### src/rtl/brc_pkg.sv
package brc_pkg;
    typedef enum logic [2:0] {
        ST_BOOT,
        ST_DEFER,
        ST_IDLE,
        ST_WAIT,
        ST_END
    } brc_state_e;
endpackage

### src/rtl/brc_sync.sv
module brc_sync #(
    parameter int        WIDTH          = 2,
    parameter bit        SYNC_NEG_FINAL = 1'b0,
    parameter bit [0:0]  RST_VAL        = 1'b1
) (
    input  logic             clk,
    input  logic             rst_n,
    input  logic [WIDTH-1:0] d,
    output logic [WIDTH-1:0] q
);
    logic [WIDTH-1:0] mid;

    for (genvar i = 0; i < WIDTH; i++) begin : g_bit
        always_ff @(posedge clk or negedge rst_n) begin
            if (!rst_n) mid[i] <= RST_VAL;
            else        mid[i] <= d[i];
        end

        if (SYNC_NEG_FINAL) begin : g_neg
            always_ff @(negedge clk or negedge rst_n) begin
                if (!rst_n) q[i] <= RST_VAL;
                else        q[i] <= mid[i];
            end
        end else begin : g_pos
            always_ff @(posedge clk or negedge rst_n) begin
                if (!rst_n) q[i] <= RST_VAL;
                else        q[i] <= mid[i];
            end
            // a change at the output reflects the input two edges earlier
            assert_sync_lat_R4: assert property (@(posedge clk) disable iff (!rst_n)
                !$stable(q[i]) |-> (q[i] == $past(d[i], 2)));
        end
    end
endmodule

### src/rtl/brc_start_det.sv
module brc_start_det #(
    parameter int STAT_W = 2
) (
    input  logic              clk,
    input  logic              rst_n,
    input  logic [STAT_W-1:0] stat_n,
    output logic              start
);
    localparam logic [STAT_W-1:0] IDLE_CODE = '1;

    logic [STAT_W-1:0] prev;

    always_ff @(posedge clk or negedge rst_n) begin
        if (!rst_n) prev <= IDLE_CODE;
        else        prev <= stat_n;
    end

    assign start = (stat_n != IDLE_CODE) && (prev == IDLE_CODE);
endmodule

### src/rtl/brc_fsm.sv
module brc_fsm
    import brc_pkg::*;
#(
    parameter int HOLD_CYC = 2
) (
    input  logic clk,
    input  logic rst_n,
    input  logic start,
    input  logic rdy_any,
    output logic rdy_pull
);
    localparam int            CW   = (HOLD_CYC > 1) ? $clog2(HOLD_CYC) : 1;
    localparam logic [CW-1:0] LAST = CW'(HOLD_CYC - 1);

    brc_state_e    state, nxt;
    logic [CW-1:0] cnt;
    logic          pend;

    always_comb begin
        nxt = state;
        unique case (state)
            ST_BOOT:  if (start) nxt = rdy_any ? ST_DEFER : ST_WAIT;
            ST_DEFER: nxt = ST_WAIT;
            ST_IDLE:  if (start) nxt = ST_WAIT;
            ST_WAIT:  if (rdy_any) nxt = ST_END;
            ST_END:   if (cnt == LAST) nxt = (pend || start) ? ST_WAIT : ST_IDLE;
            default:  nxt = ST_BOOT;
        endcase
    end

    always_ff @(posedge clk or negedge rst_n) begin
        if (!rst_n) begin
            state <= ST_BOOT;
            cnt   <= '0;
            pend  <= 1'b0;
        end else begin
            state <= nxt;
            if (state != ST_END) begin
                cnt  <= '0;
                pend <= 1'b0;
            end else begin
                cnt <= cnt + 1'b1;
                if (start) pend <= 1'b1;
            end
        end
    end

    always_comb begin
        unique case (state)
            ST_BOOT, ST_DEFER, ST_END: rdy_pull = 1'b1;
            ST_IDLE, ST_WAIT:          rdy_pull = 1'b0;
            default:                   rdy_pull = 1'b1;
        endcase
    end

    assert_start_release_R2: assert property (@(posedge clk) disable iff (!rst_n)
        (state == ST_IDLE && start) |=> (state == ST_WAIT && !rdy_pull));
    assert_wait_end_R3: assert property (@(posedge clk) disable iff (!rst_n)
        (state == ST_WAIT && rdy_any) |=> rdy_pull);
    assert_hold_stay_R6: assert property (@(posedge clk) disable iff (!rst_n)
        (state == ST_END && cnt != LAST) |=> (state == ST_END));
    assert_hold_exit_R6: assert property (@(posedge clk) disable iff (!rst_n)
        (state == ST_END && cnt == LAST) |=> !rdy_pull);
    assert_boot_defer_R7: assert property (@(posedge clk) disable iff (!rst_n)
        (state == ST_BOOT && start && rdy_any) |=> (state == ST_DEFER && rdy_pull));
    assert_idle_ignore_R8: assert property (@(posedge clk) disable iff (!rst_n)
        (state == ST_IDLE && !start) |=> !rdy_pull);
endmodule

### src/rtl/bus_ready_combiner.sv
module bus_ready_combiner #(
    parameter int STAT_W         = 2,
    parameter int HOLD_CYC       = 2,
    parameter bit SYNC_NEG_FINAL = 1'b0
) (
    input  logic              clk,
    input  logic              rst_n,
    input  logic [STAT_W-1:0] stat_n,
    input  logic              sync_rdy_n,
    input  logic              sync_rdy_en_n,
    input  logic              async_rdy_n,
    input  logic              async_rdy_en_n,
    output logic              ready_drive_low
);
    localparam int ASYNC_BITS = 2;

    logic [ASYNC_BITS-1:0] a_raw, a_syn;
    logic                  a_act, s_act, start;

    assign a_raw = {async_rdy_en_n, async_rdy_n};

    brc_sync #(
        .WIDTH(ASYNC_BITS),
        .SYNC_NEG_FINAL(SYNC_NEG_FINAL),
        .RST_VAL(1'b1)
    ) u_sync (
        .clk  (clk),
        .rst_n(rst_n),
        .d    (a_raw),
        .q    (a_syn)
    );

    assign a_act = ~(a_syn[0] | a_syn[1]);
    assign s_act = ~(sync_rdy_n | sync_rdy_en_n);

    brc_start_det #(.STAT_W(STAT_W)) u_det (
        .clk   (clk),
        .rst_n (rst_n),
        .stat_n(stat_n),
        .start (start)
    );

    brc_fsm #(.HOLD_CYC(HOLD_CYC)) u_fsm (
        .clk     (clk),
        .rst_n   (rst_n),
        .start   (start),
        .rdy_any (a_act | s_act),
        .rdy_pull(ready_drive_low)
    );
endmodule

### config.mk
export PLATFORM = sky130hd
export DESIGN_NAME = bus_ready_combiner
export DESIGN_NICKNAME = d
export VERILOG_FILES = /design/src/rtl/brc_pkg.sv /design/src/rtl/brc_sync.sv /design/src/rtl/brc_start_det.sv /design/src/rtl/brc_fsm.sv /design/src/rtl/bus_ready_combiner.sv
export SDC_FILE = /design/constraint.sdc
export NUM_CORES = 1
export LEC_CHECK = 0
export BUFFER_PORTS_ARGS = -buffer_cell sky130_fd_sc_hd__buf_4
export CAP_MARGIN = 20
export CORE_AREA = 2 2 39 41
export CTS_BUF_LIST = sky130_fd_sc_hd__clkbuf_16
export DETAILED_ROUTE_END_ITERATION = 16
export DIE_AREA = 0 0 41 43
export HOLD_SLACK_MARGIN = 0.05
export PLACE_DENSITY = 0.51
export SYNTH_ARGS = -nofsm -noshare
export SYNTH_HDL_FRONTEND = slang
export SYNTH_SLANG_ARGS = --single-unit
### constraint.sdc
create_clock -name clk -period 1.2 [get_ports clk]
set_clock_uncertainty 0.05 [all_clocks]
set_input_delay 0.06 -clock clk [delete_from_list [all_inputs] [get_ports clk]]
set_output_delay 0.06 -clock clk [all_outputs]
set_load 0.02 [all_outputs]
; Yosys cells after proc, flatten, opt, wreduce, memory -nomap -nowiden
; Cells that the tools add are included.
; W data, S select, Z words.
[op_classes]
bitwise = 5
reduce_logical = 6
eq_ne = 11
n_addsub = 1
n_mux = 11
[ops]
columns = op, n
row1 = $pmux W3 S5, 1
row2 = $mux W3, 4
row3 = $ne A2 B1 Y1 const B, 4
row4 = $eq A3 B2 Y1 const B, 2
row5 = $mux W1, 5
row6 = $reduce_and A4 Y1, 1
row7 = $eq A3 B1 Y1 const B, 1
row8 = $eq A3 B3 Y1 const B, 1
row9 = $logic_not A3 Y1, 1
row10 = $ne A3 B3 Y1 const B, 1
row11 = $or A1 B1 Y1, 3
row12 = $eq A2 B2 Y1 const B, 1
row13 = $mux W2, 1
row14 = $ne A2 B2 Y1 const B, 1
row15 = $not A1 Y1, 2
row16 = $reduce_bool A2 Y1, 1
row17 = $reduce_or A2 Y1, 1
row18 = $add A1 B1 Y1 const B, 1
row19 = $logic_and A1 B1 Y1, 1
row20 = $logic_or A1 B1 Y1, 1
[totals]
output_inout_bits = 1
register_bits = 11
word_cells = 42
inputBits = 8

; Logic depth before layout (Yosys ltp)
; Gate-level depths: netlist of the first run.
[logic_depth]
word_depth = 6
mapped_depth = 4
mapped_depth_nobuf = 4

; By module
; From an unflattened synthesis of the first run, not the netlist that was laid out.
[unflattened]
cells_unflattened = 31
hier_area_um2 = 399.1
[by_module_without_submodules]
columns = module, area_per_inst_um2, instances, seq_area_each_um2, cells_each
row1 = brc_fsm, 222.7, 1, 125.1, 22
row2 = brc_sync, 105.1, 1, 105.1, 4
row3 = brc_start_det, 65.1, 1, 52.6, 4
row4 = bus_ready_combiner, 6.3, 1, 0.0, 1

; Worst setup path after synthesis of the first run
; Ideal clock, no wire load.
[synth_path]
path_kind = register to register
startpoint = register u_sync.q[1]
endpoint = register u_fsm.state[1]
path_buffers = 0
required_time_ns = 1.027
slack_ns = 0.093
path_stages_with_launch = 5
setup_ns = 0.123
synth_period_minus_slack_ns = 1.107
t_arrival_ns = 0.934
path_cell_list = dfstp_2 -> o22ai_2 -> nand2_2 -> a221oi_2 -> o21ai_1
[synth_via]
elab_chain_cells = 6
word_cells_on_any_way = 8
cone_classes = 1 x eq/ne / 3 x mux / 3 x bitwise / 1 x reduce/logical
[synth_lines]
columns = item, line_no
row1 = from (decl), brc_sync.sv:9  ; output logic [WIDTH-1:0] q
row2 = "from (signal, indexed assignment)", brc_sync.sv:27  ; else q[i] <= mid[i];
row3 = $or A1 B1 Y1 *, bus_ready_combiner.sv:33  ; assign a_act = ~(a_syn[0] | a_syn[1]);
row4 = $not A1 Y1 *, bus_ready_combiner.sv:33
row5 = $or A1 B1 Y1 *, bus_ready_combiner.sv:47  ; .rdy_any (a_act | s_act),
row6 = $mux W2, brc_fsm.sv:22  ; ST_BOOT: if (start) nxt = rdy_any ? ST_DEFER : ST_WAIT;
row7 = $mux W3, brc_fsm.sv:22
row8 = $pmux W3 S5, brc_fsm.sv:21  ; unique case (state)
row9 = to (signal assigned), brc_fsm.sv:37  ; state <= nxt;
row10 = to (decl), brc_fsm.sv:15  ; brc_state_e state, nxt;
; Mark *: on every way between the ends. The rest lies on a longest branch, timed or not. The select of a mux whose other input is x is not followed.
; A chain may end at the register's enable or synchronous reset.

; Final worst setup path of the first run
[layout_path]
startpoint = register u_det.prev[0]
endpoint = register u_fsm.state[0]
[layout_via]
elab_chain_cells = 6
word_cells_on_any_way = 9
cone_classes = 3 x eq/ne / 3 x mux / 3 x reduce/logical
[layout_lines]
columns = item, line_no
row1 = from (decl), brc_start_det.sv:11  ; logic [STAT_W-1:0] prev;
row2 = from (signal assigned), brc_start_det.sv:15  ; else prev <= stat_n;
row3 = $eq A2 B2 Y1 *, brc_start_det.sv:18  ; assign start = (stat_n != IDLE_CODE) && (prev == IDLE_CODE);
row4 = $logic_and A1 B1 Y1 *, brc_start_det.sv:18
row5 = $logic_or A1 B1 Y1, brc_fsm.sv:26  ; ST_END: if (cnt == LAST) nxt = (pend || start) ? ST_WAIT : ST_IDLE;
row6 = $mux W1, brc_fsm.sv:26
row7 = $mux W3, brc_fsm.sv:26
row8 = $pmux W3 S5, brc_fsm.sv:21
; Marked as above.

==> impl_metrics.py, run 1 <==
metrics = {
    "clocking": {
        "insertion_delay_ns": 0.24,
        "cts_root_buf": "clkbuf_16",
        "cts_tree": "built",
        "clkTransAtPathRegs_ns": 0.04,
        "htree_levels": 1,
        "cts_sinks": 11,
        "numCtsBuffers": 3,
        "cts.path.max_buffers": 2,
    },
    "placed_design": {
        "post_dp_cell_area_sq_um": 483,
        "place.gp.congestion": 0.744,
        "io_buffer_count": 8,
    },
    "timing": {
        "final_hold_viol_count": 0,
        "final.min_clock_period_ns": 1.12,
        "maxSlewHeadroom_pct": 87.8,
        "post-route-period-util_pct": 93.4,
        "holdWs_ns": 0.136,
        "drv_slew": 0,
        "setup_viol": 0,
        "worst_pin_slew_ns": 0.183,
        "fmax_mhz": 892,
    },
    "final_layout": {
        "final_layout_size_suffix_gt1_share_pct": 50.0,
        "design_area_sq_um": 632,
        "fill_cells": 123,
        "seq_area_sq_um": 283,
        "area_delta_synth_final_pct": 56.8,
        "multi_input_area_sq_um": 128,
        "fin_nets": 57,
        "diodes": 0,
    },
    "setup_path": {
        "crit_path_max_fanout": 3,
        "reg2reg_from": "u_det.prev[0]",
        "arrival_ns": 1.23,
        "r2r_end": "u_fsm.state[0]",
        "crit_path_start_kind": "flip-flop",
        "crit_slowest_cell": "dfstp_2",
        "reg2reg_slack_ns": 0.08,
        "cp-end-kind": "flip-flop",
        "path_class": "flip-flop to flip-flop",
        "cp.required_ns": 1.31,
        "cp_cell_sequence": "nand2_1 > a21oi_2 > o21a_1 > o2bb2ai_1",
        "reg2regPathDepth": 4,
        "max_stage_delay_ns": 0.51,
    },
    "flow_run": {
        "drv_cap": 0,
    },
    "route": {
        "wire_per_inst_um": 10.5,
        "wl_met2_um": 367,
        "ant_nets": 0,
        "via_count": 290,
        "avgViaCountPerCell": 4.53,
        "routed-wl-met3_um": 41,
        "highest_layer": "met4",
        "drt_iter0_drc": 2,
        "drtPass1Iterations": 2,
        "wirelength_met1_um": 247,
        "wirelength_um": 672,
        "route.detailed.drc": 0,
    },
    "global_route": {
        "antenna_found_initial": 0,
        "overflow": 0,
        "grt_first_pass_wirelength_um": 1170,
        "grt_util_all_layers_pct": 10.7,
        "grt_max_degree": 12,
        "grt_pass1_vias": 314,
    },
    "floorplan": {
        "core_sq_um": 1380,
        "die_h_um": 43,
        "dieArea_sq_um": 1760,
        "std_cell_rows": 14,
        "dieWidth_um": 41,
        "io_pins": 9,
        "initial_core_util_pct": 29.1,
    },
    "synthesis": {
        "synth.avg_cell_area_sq_um": 13.4,
        "syn_nets": 38,
        "yosysUniqueCellTypes": 18,
        "syn_area_sq_um": 403,
        "ys_seq_area_share_pct": 70.2,
        "ys_seq_elements": 11,
        "synth_cells": 30,
        "yosys_warnings": 0,
    },
    "power_and_ir_drop": {
        "power_density_nw_per_um2": 2200,
        "p_leak_nw": 0.277,
        "peakVddDrop_uv": 1310,
    },
    "hold_path": {
        "worstHoldPathType": "primary input to async pin",
    },
    "status": {
        "status": "finished, final reports clean",
    },
}
## sequential cells by signal (all words and copies together), names as in the netlist
signal,cells
u_sync.q,2
u_det.prev,2
u_fsm.state,3
u_fsm.cnt,1
u_fsm.pend,1
u_sync.mid,2
## worst max-delay path: cells and delay by family, from the launching register on
family          cells  cell delay (ns)
compound gates      3             0.43
flops               1             0.51
simple gates        1             0.06
## routing by layer
metal | global-route usage (%) | vias up
li1 | - | 140
met4 | 6.00 | 0
met2 | 16.9 | 6
met5 | 0 | -
met1 | 9.12 | 142
met3 | 7.85 | 2
## how the worst max path moves through the flow
stage,from,endpoint,cells after the start
2_1_floorplan,u_sync.q[1],u_fsm.state[1],4
3_3_place_gp,u_sync.q[1],u_fsm.state[1],4
3_5_place_dp,u_det.prev[0],u_fsm.state[0],4
4_1_cts,u_sync.q[1],u_fsm.state[1],4
5_1_grt,u_det.prev[0],u_fsm.state[0],4
6_report,u_det.prev[0],u_fsm.state[0],4
## layout make-up
| type | count | area share [%] |
|---|---|---|
| Clock buffer | 3 | 11.9 |
| Clock inverter | 1 | 0.792 |
| Sequential cell | 11 | 44.8 |
| Multi-Input combinational cell | 18 | 20.2 |
| Timing Repair Buffer | 14 | 18.6 |
| Inverter | 1 | 0.594 |
| Tap cell | 16 | 3.17 |
## logic make-up after synthesis
group                  after synthesis  share of synthesized area, %
DFF                                 11                          70.2
buffers and inverters                1                         0.931
AOI/OAI and AO/OA                    8                          16.1
and+or+nand+nor                     10                          12.7
## cells in the final DEF, fill, tap and decap left out
cell           synthesis  final
nand3_1                1      1
o22ai_4                0      1
o21ai_1                1      1
a21oi_2                0      1
and2_2                 1      1
a221oi_2               1      1
clkbuf_16              0      3
o21a_1                 1      1
o22ai_1                1      1
buf_4                  0      9
and2b_1                1      1
dlygate4sd3_1          0      5
o2bb2ai_1              1      1
nand2_2                1      1
clkinv_2               0      1
nor2_1                 2      2
inv_1                  1      1
dfrtp_1                5      5
nand2_1                3      3
dfstp_2                6      6
o21ai_0                1      1
nand2b_1               1      1
## power by group
part	switching (W)	internal, W
combinational	0.000128	0.000150
clock	0.000157	0.000440
sequential	0.0000709	0.000446
## cells in the mapped netlist (all sizes together)
library cell | instances | area (sq um)
nand2 | 4 | 17.5
nor2 | 2 | 7.51
a21oi | 1 | 5.00
o21ai | 2 | 10.0
nand2b | 1 | 6.26
and2 | 1 | 7.51
and2b | 1 | 7.51
o21a | 1 | 7.51
nand3 | 1 | 5.00
dfstp | 6 | 158
o2bb2ai | 1 | 8.76
a221oi | 1 | 15.0
inv | 1 | 3.75
o22ai | 2 | 18.8
dfrtp | 5 | 125
## stage by stage
step           utilization (%)  power (W)  setup TNS (ns)  std cells  setup slack [ns]
2_1_floorplan                -   0.000672               0         30            0.0929
3_3_place_gp              34.9   0.000762               0         54           0.00922
3_5_place_dp              34.9   0.000769               0         54           0.00480
4_1_cts                   44.6    0.00139               0         63            0.0168
5_1_grt                   45.7    0.00147        -0.00548         64          -0.00548
6_report                  45.7    0.00139               0         64            0.0791
## what timing repair did
action                     in CTS  in global routing
setup endpoints to repair       1                  1
hold endpoints to repair       15                  0
hold buffers                    5                  0
pin swaps                       0                  3
buffers inserted                0                  1
gates cloned                    0                  0
gates resized for setup         1                  1
Note: power is estimated with default switching activity, not from simulation.
==> run 2: changes to the inputs <==
--- a/config.mk
+++ b/config.mk
@@ -7,10 +7,10 @@
 export LEC_CHECK = 0
 export BUFFER_PORTS_ARGS = -buffer_cell sky130_fd_sc_hd__buf_4
 export CAP_MARGIN = 20
-export CORE_AREA = 2 2 39 41
+export CORE_AREA = 3 3 40 42
 export CTS_BUF_LIST = sky130_fd_sc_hd__clkbuf_16
 export DETAILED_ROUTE_END_ITERATION = 16
-export DIE_AREA = 0 0 41 43
+export DIE_AREA = 0 0 43 45
 export HOLD_SLACK_MARGIN = 0.05
 export PLACE_DENSITY = 0.51
 export SYNTH_ARGS = -nofsm -noshare
==> constraint.sdc (replaced) <==
create_clock -name clk -period 1.4 [get_ports clk]
set_clock_uncertainty 0.05 [all_clocks]
set_input_delay 0.07 -clock clk [delete_from_list [all_inputs] [get_ports clk]]
set_output_delay 0.07 -clock clk [all_outputs]
set_load 0.02 [all_outputs]
==> run 2 against run 1 <==
Design area decreased by 3.2%. Utilization increased by 2.0 points. Setup slack improved by 0.12 ns. Wire length increased by 3.4%. Count of clock-buffer cells in the layout unchanged. Power decreased by 16%. Largest power group unchanged.
==> impl_metrics.py, run 2 (synthesized netlist as in run 1, its figures left out) <==
metrics = {
    "global_route": {
        "grt_first_pass_wirelength_um": 1280,
        "grt_max_degree": 12,
        "antenna_found_initial": 0,
        "grt_util_all_layers_pct": 9.81,
        "grt_pass1_vias": 297,
        "overflow": 0,
    },
    "setup_path": {
        "cp_top_family": "compound AO/OA/AOI/OAI gates",
        "reg2reg_slack_ns": 0.20,
        "cp.depth": 4,
        "cp-end-kind": "flip-flop",
        "crit_end": "u_fsm.state[0]",
        "arrival_ns": 1.32,
        "path_class": "flip-flop to flip-flop",
        "cp-startpoint": "u_det.prev[1]",
        "reg2regPathDepth": 4,
        "reg2reg_from": "u_det.prev[1]",
        "crit_slowest_cell": "dfstp_2",
        "max_stage_delay_ns": 0.51,
        "crit_buf_inv": 0,
        "cp.required_ns": 1.51,
        "crit_path_start_kind": "flip-flop",
        "r2r_end": "u_fsm.state[0]",
        "cp_cell_sequence": "nand2_1 > a21oi_1 > o21a_1 > o2bb2ai_1",
        "crit_path_max_fanout": 3,
    },
    "final_layout": {
        "area_delta_synth_final_pct": 51.9,
        "diodes": 0,
        "largest-register": "u_fsm.state",
        "layout_common_cells": "buf_4 (8), dfstp_2 (6), dlygate4sd3_1 (5), dfrtp_1 (5)",
        "multi_input_area_sq_um": 116,
        "final_common_cell": "buf_4",
        "seq_area_sq_um": 283,
        "largest_reg_flops": 3,
        "fill_cells": 127,
        "fin_nets": 56,
        "final_layout_size_suffix_gt1_share_pct": 46.8,
    },
    "route": {
        "drt_iter0_drc": 4,
        "route.detailed.drc": 0,
        "wirelength_um": 695,
        "via_count": 287,
        "wire_per_inst_um": 11.2,
        "avgViaCountPerCell": 4.63,
        "ant_nets": 0,
        "drtPass1Iterations": 4,
    },
    "timing": {
        "final_hold_viol_count": 0,
        "tns_ns": 0,
        "maxSlewHeadroom_pct": 81.2,
        "fin_ws_ns": 0.197,
        "final.min_clock_period_ns": 1.20,
        "setup_viol": 0,
        "drv_slew": 0,
        "post-route-period-util_pct": 85.9,
        "worst_pin_slew_ns": 0.282,
        "fmax_mhz": 831,
        "rsz0062_at_grt": "no",
    },
    "clocking": {
        "numCtsBuffers": 3,
        "insertion_delay_ns": 0.24,
        "htree_levels": 1,
        "cts_setup_buffers": 0,
        "cts_sinks": 11,
        "cts_root_buf": "clkbuf_16",
        "clkTransAtPathRegs_ns": 0.04,
        "cts_tree": "built",
        "cts_resized": 0,
        "cts.path.max_buffers": 2,
    },
    "floorplan": {
        "core_sq_um": 1280,
        "dieWidth_um": 43,
        "die_h_um": 45,
        "io_pins": 9,
        "std_cell_rows": 13,
        "initial_core_util_pct": 31.4,
        "dieArea_sq_um": 1940,
    },
    "power_and_ir_drop": {
        "power_density_nw_per_um2": 1920,
        "p_leak_nw": 0.274,
        "peakVddDrop_uv": 1170,
        "power_w": 0.00117,
    },
    "placed_design": {
        "dp_slack_ns": 0.185,
        "place.gp.congestion": 0.753,
        "io_buffer_count": 8,
    },
    "status": {
        "status": "finished, final reports clean",
    },
    "hold_path": {
        "worstHoldPathType": "primary input to async pin",
    },
    "flow_run": {
        "drv_cap": 0,
    },
}
run 2: cell count changes in the layout (fill, tap and decap cells not counted), sizes merged:
cell / change
buf: -1
run 2: worst register-to-register path, delay by kind of cell (launching register included):
family          cells  cell delay (ns)
flops               1             0.51
compound gates      3             0.53
simple gates        1             0.04
run 2: stage by stage:
| stage | hold WS (ns) | util (%) | cell area, sq um | instances |
|---|---|---|---|---|
| 2_1_floorplan | -0.276 | - | 403 | 30 |
| 3_3_place_gp | -0.145 | 37.5 | 482 | 53 |
| 3_5_place_dp | -0.144 | 37.5 | 482 | 53 |
| 4_1_cts | 0.143 | 47.6 | 612 | 62 |
| 5_1_grt | 0.166 | 47.6 | 612 | 62 |
| 6_report | 0.140 | 47.6 | 612 | 62 |
run 2: final cells by class:
cell class / instances / share of cell area (%)
Clock buffer: 3 / 12.3
Clock inverter: 1 / 0.818
Inverter: 1 / 0.613
Multi-Input combinational cell: 18 / 19.0
Sequential cell: 11 / 46.2
Tap cell: 15 / 3.07
Timing Repair Buffer: 13 / 18.0
run 2: power by group:
group	internal, W	switching (W)	total, W
combinational	0.000117	0.000105	0.000222
clock	0.000377	0.000133	0.000510
sequential	0.000382	0.0000602	0.000443
run 2: metal layers:
layer	GRT usage, %	share of wire (%)
met3	7.17	6.9
met1	9.82	37
met5	0	0
met2	15.0	54
met4	5.42	1.9
run 2: how the worst min path moves through the flow:
stage / start / end / slack, ns / depth (start not counted)
global route: rst_n / u_fsm.state[1] / 0.17 / 2
CTS: rst_n / u_fsm.state[2] / 0.14 / 2
detailed placement: rst_n / u_fsm.state[2] / -0.14 / 1
finish: rst_n / u_fsm.state[1] / 0.14 / 2
global placement: rst_n / u_fsm.cnt / -0.15 / 1
floorplan: rst_n / u_fsm.cnt / -0.28 / 0
run 2: repair_timing:
action | 4_1_cts | 5_1_grt
hold endpoints to repair | 15 | 0
hold buffers | 5 | 0
setup endpoints to repair | 0 | 0
